`src/rtl/dfc_pkg.sv`:
```
package dfc_pkg;

  typedef enum logic [1:0] {
    ST_IDLE  = 2'd0,
    ST_PEND  = 2'd1,
    ST_FLUSH = 2'd2
  } dfc_state_e;

  localparam logic [2:0] TAG_SPARE_A   = 3'b000;
  localparam logic [2:0] TAG_ABORT     = 3'b001;
  localparam logic [2:0] TAG_SPARE_B   = 3'b010;
  localparam logic [2:0] TAG_FRETRY    = 3'b011;

  localparam logic [3:0] RSP_RESTART   = 4'h8;
  localparam logic [3:0] RSP_SERVICED  = 4'h9;

  localparam logic [3:0] BE_FULL       = 4'b1111;

  // Entries that carry nothing and are dropped in any state.
  function automatic logic tag_is_spare(input logic [2:0] t);
    return (t == TAG_SPARE_A) || (t == TAG_SPARE_B);
  endfunction

  // Entries that close a batch: last-data (with or without parity) or abort.
  function automatic logic tag_is_term(input logic [2:0] t);
    return (t == TAG_ABORT) || (t[2:1] == 2'b11);
  endfunction

  function automatic logic tag_is_data(input logic [2:0] t);
    return t[2];
  endfunction

  function automatic logic tag_is_last(input logic [2:0] t);
    return t[2] && t[1];
  endfunction

  function automatic logic tag_has_perr(input logic [2:0] t);
    return t[2] && t[0];
  endfunction

endpackage

```
`src/rtl/dfc_window.sv`:
```
module dfc_window #(
  parameter int AW = 32,
  parameter int LW = 8
) (
  input  logic [AW-1:0] base,
  input  logic [LW-1:0] len,
  input  logic [AW-1:0] addr,
  output logic          hit
);
  localparam int XW = (AW > LW) ? AW + 1 : LW + 1;

  logic [XW-1:0] offs;
  logic [XW-1:0] len_x;
  logic          at_or_above;

  always_comb begin
    at_or_above = (addr >= base);
    offs        = XW'(addr) - XW'(base);
    len_x       = XW'(len);
    hit         = at_or_above && (offs < len_x);
  end
endmodule

```
`src/rtl/dfc_capture.sv`:
```
module dfc_capture #(
  parameter int AW = 32,
  parameter int LW = 8
) (
  input  logic          clk,
  input  logic          rst_n,
  input  logic          load,
  input  logic [AW-1:0] base_in,
  input  logic [LW-1:0] len_in,
  input  logic [3:0]    be_in,
  output logic [AW-1:0] base_q,
  output logic [LW-1:0] len_q,
  output logic [3:0]    be_q
);
  always_ff @(posedge clk or negedge rst_n) begin
    if (!rst_n) begin
      base_q <= '0;
      len_q  <= '0;
      be_q   <= '0;
    end else if (load) begin
      base_q <= base_in;
      len_q  <= len_in;
      be_q   <= be_in;
    end
  end
endmodule

```
`src/rtl/dfc_seq.sv`:
```
module dfc_seq
  import dfc_pkg::*;
(
  input  logic        clk,
  input  logic        rst_n,
  input  logic        rd_arm,
  input  logic        wr_hit,
  input  logic        wr_drained,
  input  logic        fifo_vld,
  input  logic [2:0]  fifo_tag,
  output dfc_state_e  state,
  output logic        arm_take,
  output logic        fifo_pop,
  output logic        deliver,
  output logic        restart,
  output logic        serviced,
  output logic        rsp_vld,
  output logic [3:0]  rsp_tag
);
  dfc_state_e nxt;
  logic       active;
  logic       spare;
  logic       take;
  logic       term;
  logic       svc_sent;

  always_comb begin
    active   = (state != ST_IDLE);
    spare    = tag_is_spare(fifo_tag);
    term     = tag_is_term(fifo_tag);
    restart  = active && wr_hit;
    arm_take = rd_arm && (state == ST_IDLE);
    fifo_pop = fifo_vld && !restart && (spare || active);
    take     = fifo_pop && !spare;
    deliver  = take && (state == ST_PEND);
    serviced = (state == ST_PEND) && wr_drained && !svc_sent && !restart;
  end

  always_comb begin
    nxt = state;
    unique case (state)
      ST_IDLE:  if (arm_take) nxt = ST_PEND;
      ST_PEND: begin
        if (restart)              nxt = ST_FLUSH;
        else if (deliver && term) nxt = ST_IDLE;
      end
      ST_FLUSH: if (take && term) nxt = ST_PEND;
      default:  nxt = ST_IDLE;
    endcase
  end

  always_ff @(posedge clk or negedge rst_n) begin
    if (!rst_n) begin
      state    <= ST_IDLE;
      svc_sent <= 1'b0;
      rsp_vld  <= 1'b0;
      rsp_tag  <= '0;
    end else begin
      state <= nxt;
      if (arm_take || restart) svc_sent <= 1'b0;
      else if (serviced)       svc_sent <= 1'b1;
      rsp_vld <= restart || serviced;
      rsp_tag <= restart ? RSP_RESTART : RSP_SERVICED;
    end
  end


  restart_rsp_chk: assert property (@(posedge clk) disable iff (!rst_n)
    restart |=> (rsp_vld && rsp_tag == RSP_RESTART));


  serviced_once_chk: assert property (@(posedge clk) disable iff (!rst_n)
    (rsp_vld && rsp_tag == RSP_SERVICED) |=> !(rsp_vld && rsp_tag == RSP_SERVICED));


  term_ends_chk: assert property (@(posedge clk) disable iff (!rst_n)
    (deliver && term) |=> (state == ST_IDLE));


  idle_pop_chk: assert property (@(posedge clk) disable iff (!rst_n)
    (state == ST_IDLE && fifo_pop) |-> tag_is_spare(fifo_tag));


  flush_exit_chk: assert property (@(posedge clk) disable iff (!rst_n)
    ($past(state) == ST_FLUSH && state == ST_PEND) |-> $past(term && fifo_pop));
endmodule

```
`src/rtl/dfc_deliver.sv`:
```
module dfc_deliver
  import dfc_pkg::*;
#(
  parameter int DW = 32
) (
  input  logic          clk,
  input  logic          rst_n,
  input  logic          deliver,
  input  logic [2:0]    tag,
  input  logic [DW-1:0] data,
  input  logic [3:0]    be,
  output logic          dv_vld,
  output logic [DW-1:0] dv_data,
  output logic          dv_last,
  output logic          dv_perr,
  output logic          dv_abort,
  output logic          dv_retry,
  output logic          dv_disc
);
  logic partial;

  always_comb partial = (be != BE_FULL);

  always_ff @(posedge clk or negedge rst_n) begin
    if (!rst_n) begin
      dv_vld   <= 1'b0;
      dv_data  <= '0;
      dv_last  <= 1'b0;
      dv_perr  <= 1'b0;
      dv_abort <= 1'b0;
      dv_retry <= 1'b0;
      dv_disc  <= 1'b0;
    end else begin
      dv_vld   <= deliver;
      if (deliver) dv_data <= data;
      dv_last  <= deliver && tag_is_last(tag);
      dv_perr  <= deliver && tag_has_perr(tag);
      dv_abort <= deliver && (tag == TAG_ABORT);
      dv_retry <= deliver && (tag == TAG_FRETRY);
      dv_disc  <= deliver && tag_is_data(tag) && partial;
    end
  end


  disc_data_chk: assert property (@(posedge clk) disable iff (!rst_n)
    dv_disc |-> dv_vld);


  flag_excl_chk: assert property (@(posedge clk) disable iff (!rst_n)
    $onehot0({dv_last, dv_abort, dv_retry}));
endmodule

```
`src/rtl/dread_flush_ctrl.sv`:
```
module dread_flush_ctrl
  import dfc_pkg::*;
#(
  parameter int AW = 32,
  parameter int LW = 8,
  parameter int DW = 32
) (
  input  logic          clk,
  input  logic          rst_n,
  input  logic          rd_arm,
  input  logic [AW-1:0] rd_base,
  input  logic [LW-1:0] rd_len,
  input  logic [3:0]    rd_be,
  input  logic          wr_vld,
  input  logic [AW-1:0] wr_addr,
  input  logic          wr_drained,
  input  logic          fifo_vld,
  input  logic [2:0]    fifo_tag,
  input  logic [DW-1:0] fifo_data,
  output logic          fifo_pop,
  output logic          rsp_vld,
  output logic [3:0]    rsp_tag,
  output logic          dv_vld,
  output logic [DW-1:0] dv_data,
  output logic          dv_last,
  output logic          dv_perr,
  output logic          dv_abort,
  output logic          dv_retry,
  output logic          dv_disc
);
  logic [AW-1:0] win_base;
  logic [LW-1:0] win_len;
  logic [3:0]    win_be;
  logic          in_win;
  logic          wr_hit;
  logic          arm_take;
  logic          deliver;
  logic          restart;
  logic          serviced;
  dfc_state_e    state;

  always_comb wr_hit = wr_vld && in_win;

  dfc_capture #(.AW(AW), .LW(LW)) u_cap (
    .clk     (clk),
    .rst_n   (rst_n),
    .load    (arm_take),
    .base_in (rd_base),
    .len_in  (rd_len),
    .be_in   (rd_be),
    .base_q  (win_base),
    .len_q   (win_len),
    .be_q    (win_be)
  );

  dfc_window #(.AW(AW), .LW(LW)) u_win (
    .base (win_base),
    .len  (win_len),
    .addr (wr_addr),
    .hit  (in_win)
  );

  dfc_seq u_seq (
    .clk        (clk),
    .rst_n      (rst_n),
    .rd_arm     (rd_arm),
    .wr_hit     (wr_hit),
    .wr_drained (wr_drained),
    .fifo_vld   (fifo_vld),
    .fifo_tag   (fifo_tag),
    .state      (state),
    .arm_take   (arm_take),
    .fifo_pop   (fifo_pop),
    .deliver    (deliver),
    .restart    (restart),
    .serviced   (serviced),
    .rsp_vld    (rsp_vld),
    .rsp_tag    (rsp_tag)
  );

  dfc_deliver #(.DW(DW)) u_dlv (
    .clk      (clk),
    .rst_n    (rst_n),
    .deliver  (deliver),
    .tag      (fifo_tag),
    .data     (fifo_data),
    .be       (win_be),
    .dv_vld   (dv_vld),
    .dv_data  (dv_data),
    .dv_last  (dv_last),
    .dv_perr  (dv_perr),
    .dv_abort (dv_abort),
    .dv_retry (dv_retry),
    .dv_disc  (dv_disc)
  );


  flush_quiet_chk: assert property (@(posedge clk) disable iff (!rst_n)
    (state == ST_FLUSH) |=> !dv_vld);


  restart_hold_chk: assert property (@(posedge clk) disable iff (!rst_n)
    (wr_vld && in_win && state != ST_IDLE) |-> !fifo_pop);


  restart_wins_chk: assert property (@(posedge clk) disable iff (!rst_n)
    (restart && wr_drained) |=> (rsp_tag == RSP_RESTART));


  arm_busy_chk: assert property (@(posedge clk) disable iff (!rst_n)
    (rd_arm && state != ST_IDLE) |=> $stable(win_base) && $stable(win_len));


  idle_quiet_chk: assert property (@(posedge clk) disable iff (!rst_n)
    (state == ST_IDLE && !serviced) |=> !dv_vld || $past(deliver));
endmodule

```
`config.mk`:
```
export PLATFORM = sky130hd
export DESIGN_NAME = dread_flush_ctrl
export DESIGN_NICKNAME = d
export VERILOG_FILES = /design/src/rtl/dfc_pkg.sv /design/src/rtl/dfc_window.sv /design/src/rtl/dfc_capture.sv /design/src/rtl/dfc_seq.sv /design/src/rtl/dfc_deliver.sv /design/src/rtl/dread_flush_ctrl.sv
export SDC_FILE = /design/constraint.sdc
export NUM_CORES = 1
export LEC_CHECK = 0
export ABC_AREA = 1
export ABC_CLOCK_PERIOD_IN_PS = 8100
export BUFFER_PORTS_ARGS = -buffer_cell sky130_fd_sc_hd__buf_2
export CAP_MARGIN = 20
export CORE_ASPECT_RATIO = 1.2
export CORE_MARGIN = 2
export CORE_UTILIZATION = 55
export CTS_CLUSTER_SIZE = 30
export DETAILED_ROUTE_END_ITERATION = 10
export PLACE_DENSITY_LB_ADDON = 0.3
export SYNTH_ARGS = -nofsm -noshare
export SYNTH_HDL_FRONTEND = slang
export SYNTH_SLANG_ARGS = --single-unit
```
`constraint.sdc`:
```
create_clock -name clk -period 8.1 [get_ports clk]
set_clock_uncertainty 0.05 [all_clocks]
set_input_delay 1.62 -clock clk [delete_from_list [all_inputs] [get_ports clk]]
set_output_delay 1.62 -clock clk [all_outputs]
set_load 0.1 [all_outputs]
```
==> results.txt, run 1 <==
In this run the static leakage power is ~4.5 nW. The worst stage delay on the critical path is roughly 0.41 ns. The setup slack of the worst register-to-register path came out at approximately 4.3 ns. After floorplanning, the core was divided into 42 placement rows. The transition time at the pin with the least slew margin is between 0.7 and 0.8 ns.

STA puts the critical path data required time at roughly 6.4 ns. The number of CTS-inserted buffers came out at 9. The area of the die came out at approximately 12000 um^2. Compared with the post-synthesis result, the final layout area differs by 19.2%.

The die span in x came out at slightly above 100 um. The cell count after placement came out at ~1.2k. The flow ran to the end, and the final reports show no timing, DRC or antenna violations.

The critical path goes through buf_2, inv_1, ha_1, fa_1, inv_1, nand2_1, nand2_1, and2_1, nand2_1, nand2_2, xor2_1, ha_1, nand2_1, a21oi_1, nand3_1, nand2_1, nor2_1, nand4_1, nor2_2, nand3_2, nand2_1, inv_2, buf_2. The first detailed-routing pass ran for 5 iterations. Derived from the worst setup path, the maximum achievable clock frequency is roughly 160 MHz.

The number of antenna violations at the first check in global routing is 0. The count of unique library cells instantiated by Yosys is 34. The final design instance area without fill came out at ~7400 um^2. Counting buffers and inverters, the worst setup path is 23 cells deep.

The largest net degree at the start of global routing came out at 60. After layout, the worst path uses roughly three quarters of the clock period. The remaining antenna violation count is 0.

The starting density of the core came out at a little under three fifths. The terminus of the critical flop-to-flop path is u_dlv.dv_perr$_DFF_PN0_. Detailed routing inserted a total of 6079 vias. Once layout is complete, the cells apart from fillers number 1241. The clock period minus final worst setup slack is approximately 6.2 ns.

The depth of the most critical reg-to-reg path is 24. The type of the most critical hold path is reg -> reg. The number of primary I/O pins is 161.

For this design the ratio of total power to cell area is 438 nW/um^2. The maximum fanout count along the critical path came out at 5. The worst setup path is captured at an output port. The post-cts resize count is 0. The placer congestion estimate came out at between 0.9 and 1. The worst-case IR drop observed on VDD is approximately 420 uV. In this run the most critical hold path is launched from u_cap.be_q[2]$_DFFE_PN0P_. The number of max-slew violations in the final report is 0. Cells with a size suffix above 1 make up between 10% and 20% of the layout. The worst register-to-register path begins at u_cap.base_q[0]$_DFFE_PN0P_. The DRC marker count from the first detailed-route iteration is 244. Cells fill 67.2% of the core in the end. Dividing the detail-routed wire length by the instance count gives about 12 um.

The reported max-cap violation count came out at 0. The async set-reset flop share out of synthesis is between 90% and 100%. The total standard cell area after synthesis is just over 6000 um^2. STA classifies the critical path startpoint as a primary input. The post-place instance area is 7070 um^2. The number of hold buffers added after CTS was 0.

The number of global-route vias before repair is roughly 6.0k. The post-route setup TNS is 0 ns. The total overflow left after global routing is 0.

Setup repair after global routing left no endpoint under its margin. The most used flip-flop cell after synthesis is sky130_fd_sc_hd__dfrtp_1. Setup violations remaining at the end of the flow were counted as 0.

The total chip power is approximately 3.2 mW. The most critical setup path has its endpoint at fifo_pop. The cell at the root of the clock tree is sky130_fd_sc_hd__clkbuf_16. The post-synthesis area per instance is 6.53 um^2. The antenna diode count is 0. The die is 120 um tall. The number of nets at the end of the flow is approximately 1.3k. The core region area is ~11000 um^2. TritonCTS built the clock tree. The post-detailed-route DRC marker count came out at 0. The number of enable-type register cells in the synthesized netlist is 0.

The kind of cell with the highest combined delay along the critical path is simple AND/OR/NAND/NOR gates. After legalization and detailed placement, the total HPWL measured roughly 12000 um. The hold-critical path depth came out at 2.

The detail-routed via count per cell came out at just under 5. The H-tree depth came out at 3. The post-CTS setup buffer count is 0. The clock latency on the worst-skew pair is around 0.35 ns. The count of mapped cells out of synthesis came out at approximately 950. The largest buffer count on any clock path is 2.

The post-synthesis register bit count came out at between 80 and 90. After synthesis, flip-flops and latches occupy approximately 36% of the total area. The critical path starts at wr_addr[0]. The wire length reported by the detailed router is about 15000 um. The Yosys step of the flow raised 0 warnings.

For this design, the slowest cell found on the critical path is sky130_fd_sc_hd__fa_1. The most numerous cell type found on the critical path is sky130_fd_sc_hd__nand2_1. For the worst setup path, the data arrival time is 4.52 ns. The number of sinks driven by the clock tree came out at between 80 and 90. The remaining max-slew budget at the tightest pin came out at between 50% and 60%.

Global routing used between 20% and 30% of the available tracks. During placement, the flow inserted port buffers numbering 158. The clock input transition at the sequential cells of the worst setup and hold paths is around 0.070 ns. The count of final hold-check violations is 0. The first-pass GRT wire length is about 26000 um. The type of the setup path with the least slack is in -> out.

The number of buffers and inverters on the critical path is 5.
## metrics by stage
stage	worst slack, ns	hold slack [ns]
final	1.91	0.423
after global routing	1.59	0.445
after CTS	1.90	0.426
after detailed placement	1.92	0.409
after global placement	1.98	0.405
after floorplan	2.35	0.392
## cell families (layout without fill, tap and decap cells)
family / Yosys count / in the layout / share of synthesized area [%]
and+or+nand+nor: 540 / 540 / 35.2
buffers and inverters: 182 / 341 / 11.7
other: 2 / 3 / 0.121
DFF: 88 / 88 / 35.5
adders and majority gates: 40 / 40 / 8.20
AOI/OAI and AO/OA: 85 / 85 / 7.49
xor gates and xnor gates: 12 / 12 / 1.70
## layout make-up
cell class / count / area, um^2
fillers: 993 / 3600
multi-input cells: 680 / 3280
flip-flops and latches: 88 / 2200
repair buffers: 160 / 808
inverters: 165 / 622
clock buffers: 9 / 225
well taps: 132 / 165
clock inverters: 7 / 85.1
## worst min path at each step
| stage | endpoint | slack (ns) |
|---|---|---|
| after global placement | u_cap.be_q[2]$_DFFE_PN0P_ | 0.40 |
| after CTS | u_cap.be_q[2]$_DFFE_PN0P_ | 0.43 |
| after detailed placement | u_cap.be_q[2]$_DFFE_PN0P_ | 0.41 |
| after floorplan | u_cap.be_q[0]$_DFFE_PN0P_ | 0.39 |
| after global routing | u_cap.be_q[2]$_DFFE_PN0P_ | 0.45 |
| final | u_cap.be_q[2]$_DFFE_PN0P_ | 0.42 |
## routing by layer
layer | track usage (%) | vias up | wire (um)
li1 | - | 3191 | -
met1 | 33.5 | 2678 | 6510
met2 | 45.1 | 177 | 7220
met3 | 5.84 | 33 | 1070
met4 | 12.0 | 0 | 505
met5 | 0 | - | 0
## flip-flops by register name, indices dropped and copies added (netlist names)
signal	count
u_seq.rsp_tag	2
u_seq.svc_sent	1
u_seq.rsp_vld	1
u_dlv.dv_vld	1
u_dlv.dv_perr	1
u_cap.base_q	32
u_seq.state	2
u_cap.len_q	8
u_dlv.dv_data	32
u_dlv.dv_abort	1
u_dlv.dv_last	1
u_dlv.dv_retry	1
u_dlv.dv_disc	1
u_cap.be_q	4
## cell usage after synthesis, types with 2 or more instances
library cell / n / share of area (%)
sky130_fd_sc_hd__a21oi_1: 25 / 2.0
sky130_fd_sc_hd__a21oi_2: 2 / 0.28
sky130_fd_sc_hd__nand2_1: 405 / 25
sky130_fd_sc_hd__dfrtp_1: 88 / 36
sky130_fd_sc_hd__xnor2_1: 3 / 0.42
sky130_fd_sc_hd__buf_4: 5 / 0.61
sky130_fd_sc_hd__xor2_1: 9 / 1.3
sky130_fd_sc_hd__conb_1: 2 / 0.12
sky130_fd_sc_hd__o21bai_1: 8 / 0.97
sky130_fd_sc_hd__inv_1: 163 / 9.9
sky130_fd_sc_hd__and2_1: 2 / 0.20
sky130_fd_sc_hd__nand3_2: 2 / 0.32
sky130_fd_sc_hd__nand2_2: 5 / 0.50
sky130_fd_sc_hd__nor2_2: 8 / 0.81
sky130_fd_sc_hd__clkbuf_1: 9 / 0.55
sky130_fd_sc_hd__nor3_1: 4 / 0.32
sky130_fd_sc_hd__a21o_1: 2 / 0.24
sky130_fd_sc_hd__o21ai_0: 46 / 3.7
sky130_fd_sc_hd__nand4_1: 11 / 1.1
sky130_fd_sc_hd__nor2_1: 63 / 3.8
sky130_fd_sc_hd__ha_1: 39 / 7.9
sky130_fd_sc_hd__nand3_1: 34 / 2.7
sky130_fd_sc_hd__buf_6: 3 / 0.55
## worst min-delay path: cells and delay by family (launching register included)
family           cells  cell delay (ns)
AND/OR/NAND/NOR      2             0.10
flip-flops           1             0.34
## report_power, final
part	total (mW)	internal (mW)	switching, mW	leakage [nW]
Combinational	2.09	0.557	1.53	3.22
Clock	0.441	0.246	0.195	0.146
Sequential	0.702	0.624	0.0779	1.10
## placed cells by master (no fill, tap or decap), types with 4 or more instances in the layout
cell,Yosys,layout
sky130_fd_sc_hd__clkbuf_16,0,9
sky130_fd_sc_hd__o21ai_0,46,46
sky130_fd_sc_hd__inv_1,163,163
sky130_fd_sc_hd__nor2_1,63,62
sky130_fd_sc_hd__nand2_1,405,405
sky130_fd_sc_hd__o21bai_1,8,8
sky130_fd_sc_hd__nor3_1,4,4
sky130_fd_sc_hd__nand3_1,34,34
sky130_fd_sc_hd__ha_1,39,39
sky130_fd_sc_hd__buf_2,0,157
sky130_fd_sc_hd__a21oi_1,25,25
sky130_fd_sc_hd__nor2_2,8,8
sky130_fd_sc_hd__nand4_1,11,11
sky130_fd_sc_hd__xor2_1,9,9
sky130_fd_sc_hd__nand2_2,5,5
sky130_fd_sc_hd__dfrtp_1,88,88
Note: power is estimated with default switching activity, not from simulation.
==> run 2: changes to the inputs <==
--- a/config.mk
+++ b/config.mk
@@ -6,12 +6,12 @@
 export NUM_CORES = 1
 export LEC_CHECK = 0
 export ABC_AREA = 1
-export ABC_CLOCK_PERIOD_IN_PS = 8100
+export ABC_CLOCK_PERIOD_IN_PS = 5500
 export BUFFER_PORTS_ARGS = -buffer_cell sky130_fd_sc_hd__buf_2
 export CAP_MARGIN = 20
 export CORE_ASPECT_RATIO = 1.2
 export CORE_MARGIN = 2
-export CORE_UTILIZATION = 55
+export CORE_UTILIZATION = 49
 export CTS_CLUSTER_SIZE = 30
 export DETAILED_ROUTE_END_ITERATION = 10
 export PLACE_DENSITY_LB_ADDON = 0.3
==> constraint.sdc (replaced) <==
create_clock -name clk -period 5.5 [get_ports clk]
set_clock_uncertainty 0.05 [all_clocks]
set_input_delay 1.1 -clock clk [delete_from_list [all_inputs] [get_ports clk]]
set_output_delay 1.1 -clock clk [all_outputs]
set_load 0.1 [all_outputs]
==> run 2 against run 1 <==
  * Clock power increased by 45%
  * Sequential share of layout area decreased by 0.14 points
  * First-iteration DRC count increased by 28%
  * Non-clock buffer count unchanged
  * Power increased by 48%
  * Clock-buffer cell count increased by 1
  * Worst setup slack got worse by 1.7 ns
  * Cell count increased by 2.6%
  * Via count increased by 0.26%
  * Largest power group unchanged
  * Flip-flop and latch count unchanged
==> results.txt, run 2 (same netlist as run 1, synthesis figures left out) <==
The core occupancy in the finished layout came out at 59.4% (-7.9 points). The via count is 6095 (+0.26%). The remaining antenna violation count came out at 0 (unchanged). The reported max-cap violation count came out at 0 (unchanged).

The setup path with the least slack is of type in -> out. The die span in x is 107 um (+5.7%). The detail-routed via count per cell is 4.79 (-2.3%). The total chip power is 4.78 mW (+48%). The number of iterations in the first detailed-routing pass is 5 (unchanged). The data required time of the worst path came to 4.35 ns (-2.08 ns).

The cell with the largest stage delay on the worst path is sky130_fd_sc_hd__fa_1. The placer congestion estimate was 0.921 (-2.0%). The post-DP HPWL came out at 12800 um (+3.4%). The clock share of power came out at 13.4% (-0.2 points). Leaving out fill and tap cells, the most frequent cell in the layout is sky130_fd_sc_hd__nand2_1. The average detailed-routed wire length per instance is 12.5 um (+1.3%). The post-CTS setup buffer count came out at 0 (unchanged). The remaining global-route overflow is 0 (unchanged).

The number of sinks driven by the clock tree came out at 88 (unchanged). The largest net degree at the start of global routing came to 84 (+40%). The setup slack at placement is 0.254 ns (-1.67 ns). The clock latency on the worst-skew pair came to 0.34 ns (about the same). The wire length reported by the detailed router is 15900 um (+3.9%). The post-route setup TNS is 0 ns (unchanged). The post-route worst setup slack is 0.254 ns (-1.66 ns). The critical path goes through buf_2, inv_1, ha_1, fa_1, inv_1, nand2_1, nand2_1, and2_1, xor2_1, ha_1, and3_1, nand2_1, a21oi_1, nand3_1, nand2_1, nor2_1, nand4_1, nor2_2, nand3_2, nand2_1, inv_2, buf_2.

The transition time at the pin with the least slew margin was 0.695 ns (-0.0265 ns). The worst stage delay on the critical path came to 0.41 ns (about the same). STA classifies the critical path startpoint as a primary input. The clock input transition at the sequential cells of the worst setup and hold paths came out at 0.07 ns (about the same). The number of primary I/O pins came out at 161 (unchanged). The net switching component of the power is 2.67 mW (+48%). The core region area is 12500 um^2 (+14%). The post-detailed-route DRC marker count came out at 0 (unchanged). The number of global-route vias before repair is 5998 (+0.25%).

The cell that appears most often on the critical path is sky130_fd_sc_hd__nand2_1. The arrival time reported for the critical path endpoint came out at 4.10 ns (-0.42 ns). The worst supply voltage drop on vdd came out at 484 uV (+16%). The cell row count is 45 (+7.1%). After layout, the worst path uses between 90% and 100% of the clock period. The DRC marker count from the first detailed-route iteration is 313 (+28%).

STA classifies the critical path endpoint as an output port. The number of max-slew violations in the final report is 0 (unchanged). The flow ran to the end, and the final reports show no timing, DRC or antenna violations.

The remaining max-slew budget at the tightest pin is 53.7% (+1.8 points). The number of nets at the end of the flow came out at 1261 (unchanged). The clock period minus final worst setup slack is 5.25 ns. The largest buffer count on any clock path came out at 2 (unchanged). In the final layout, the registers with the most flip-flops are u_cap.base_q (32), u_dlv.dv_data (32), u_cap.len_q (8). The number of CTS-inserted buffers is 9 (unchanged). The area of the die is 13600 um^2 (+12%). The total setup violations reported at the end of the flow came to 0 (unchanged). The internal power summed over all cells is 2.11 mW (+48%).

The first-pass GRT wire length came out at 26700 um (+1.5%). The part of the total power dissipated in sequential elements is 21.6% (about the same). The leakage power of the design came to 4.46 nW (about the same). The post-cts resize count came out at 0 (unchanged). Setup repair after global routing left no endpoint under its margin. The share of power burned in combinational logic is 65.0% (+0.3 points).

The switching part of the total is 55.9% (+0.071 points). The TritonCTS clock tree is yes. The starting density of the core came out at 49.6% (-6.8 points).

The fraction of layout cells with a size suffix above 1 came out at 17.8% (-0.090 points). The global-route usage over all layers came out at 24.5% (-2.6 points). The count of port buffers added during placement is 158 (unchanged).

The y dimension of the die came out at 127 um (+5.8%). The cell at the root of the clock tree is sky130_fd_sc_hd__clkbuf_16. The count of hold-fix buffers inserted at cts is 0 (unchanged). The H-tree depth came out at 3 (unchanged). The antenna diode count is 0 (unchanged). The tightest min-delay check is of the reg -> reg type. The number of antenna violations at the first check in global routing is 0 (unchanged).

The power density normalized to cell area is 644 nW/um^2 (+47%). The maximum fanout count along the critical path came out at 5 (unchanged). The count of final hold-check violations is 0 (unchanged). In the layout the commonest cells are sky130_fd_sc_hd__nand2_1, sky130_fd_sc_hd__inv_1, sky130_fd_sc_hd__buf_2.

Derived from the worst setup path, the maximum achievable clock frequency is around 190 MHz. The area growth from synthesis to final layout is 19.8%.
-- run 2: cell types whose count changed in the layout (fill, tap and decap cells not counted) --
cell / before / now
sky130_fd_sc_hd__clkbuf_1: 0 / 1
sky130_fd_sc_hd__inv_6: 2 / 0
sky130_fd_sc_hd__clkinv_4: 0 / 1
-- run 2: through the flow --
stage               std cells  hold slack (ns)  cell area [um^2]
CTS                      1273            0.426              7420
finish                   1273            0.420              7420
global route             1273            0.445              7420
detailed placement       1257            0.409              7110
floorplan                 950            0.392              6200
global placement         1257            0.403              7110
-- run 2: worst paths after layout --
kind	startpoint	depth (start not counted)	slack (ns)	end
worst max-delay path	wr_addr[0]	22	0.25	fifo_pop
worst min-delay path	u_cap.be_q[3]$_DFFE_PN0P_	2	0.42	u_cap.be_q[3]$_DFFE_PN0P_
worst max register to register	u_cap.base_q[0]$_DFFE_PN0P_	23	1.59	u_dlv.dv_data[1]$_DFFE_PN0P_
worst min register to register	u_cap.be_q[3]$_DFFE_PN0P_	2	0.42	u_cap.be_q[3]$_DFFE_PN0P_
max in group asynchronous	rst_n	2	3.75	u_dlv.dv_data[31]$_DFFE_PN0P_
min in group asynchronous	rst_n	1	0.75	u_cap.base_q[8]$_DFFE_PN0P_
-- run 2: area by class of cell --
cell class	count	area, um^2
Tap cell	164	205
Inverter	165	622
Multi-Input combinational cell	680	3280
Sequential cell	88	2200
Clock inverter	6	76.3
Clock buffer	10	229
Fill cell	1280	5080
Timing Repair Buffer	160	808
-- run 2: power groups by stage --
stage / sequential (mW) / clock (mW) / combinational (mW)
floorplan: 1.84 / 0 / 1.65
global placement: 1.03 / 0 / 3.04
detailed placement: 1.04 / 0 / 3.10
CTS: 1.03 / 0.646 / 3.11
finish: 1.03 / 0.639 / 3.11
global route: 1.06 / 0.676 / 3.47
-- run 2: routing by layer --
metal	share of wire, %	routed length (um)	global-route usage (%)	vias up
met3	6.8	1080	5.31	23
met4	1.9	297	7.33	0
met5	0	0	0	-
met2	49	7840	44.4	178
li1	-	-	-	3188
met1	42	6690	29.0	2706
-- run 2: worst max-delay path, delay by kind of cell --
family	cells	cell delay, ns
adders and majority gates	3	0.91
and+or+nand+nor	12	1.30
buffers and inverters	5	0.54
xor gates and xnor gates	1	0.18
AOI/OAI and AO/OA	1	0.06
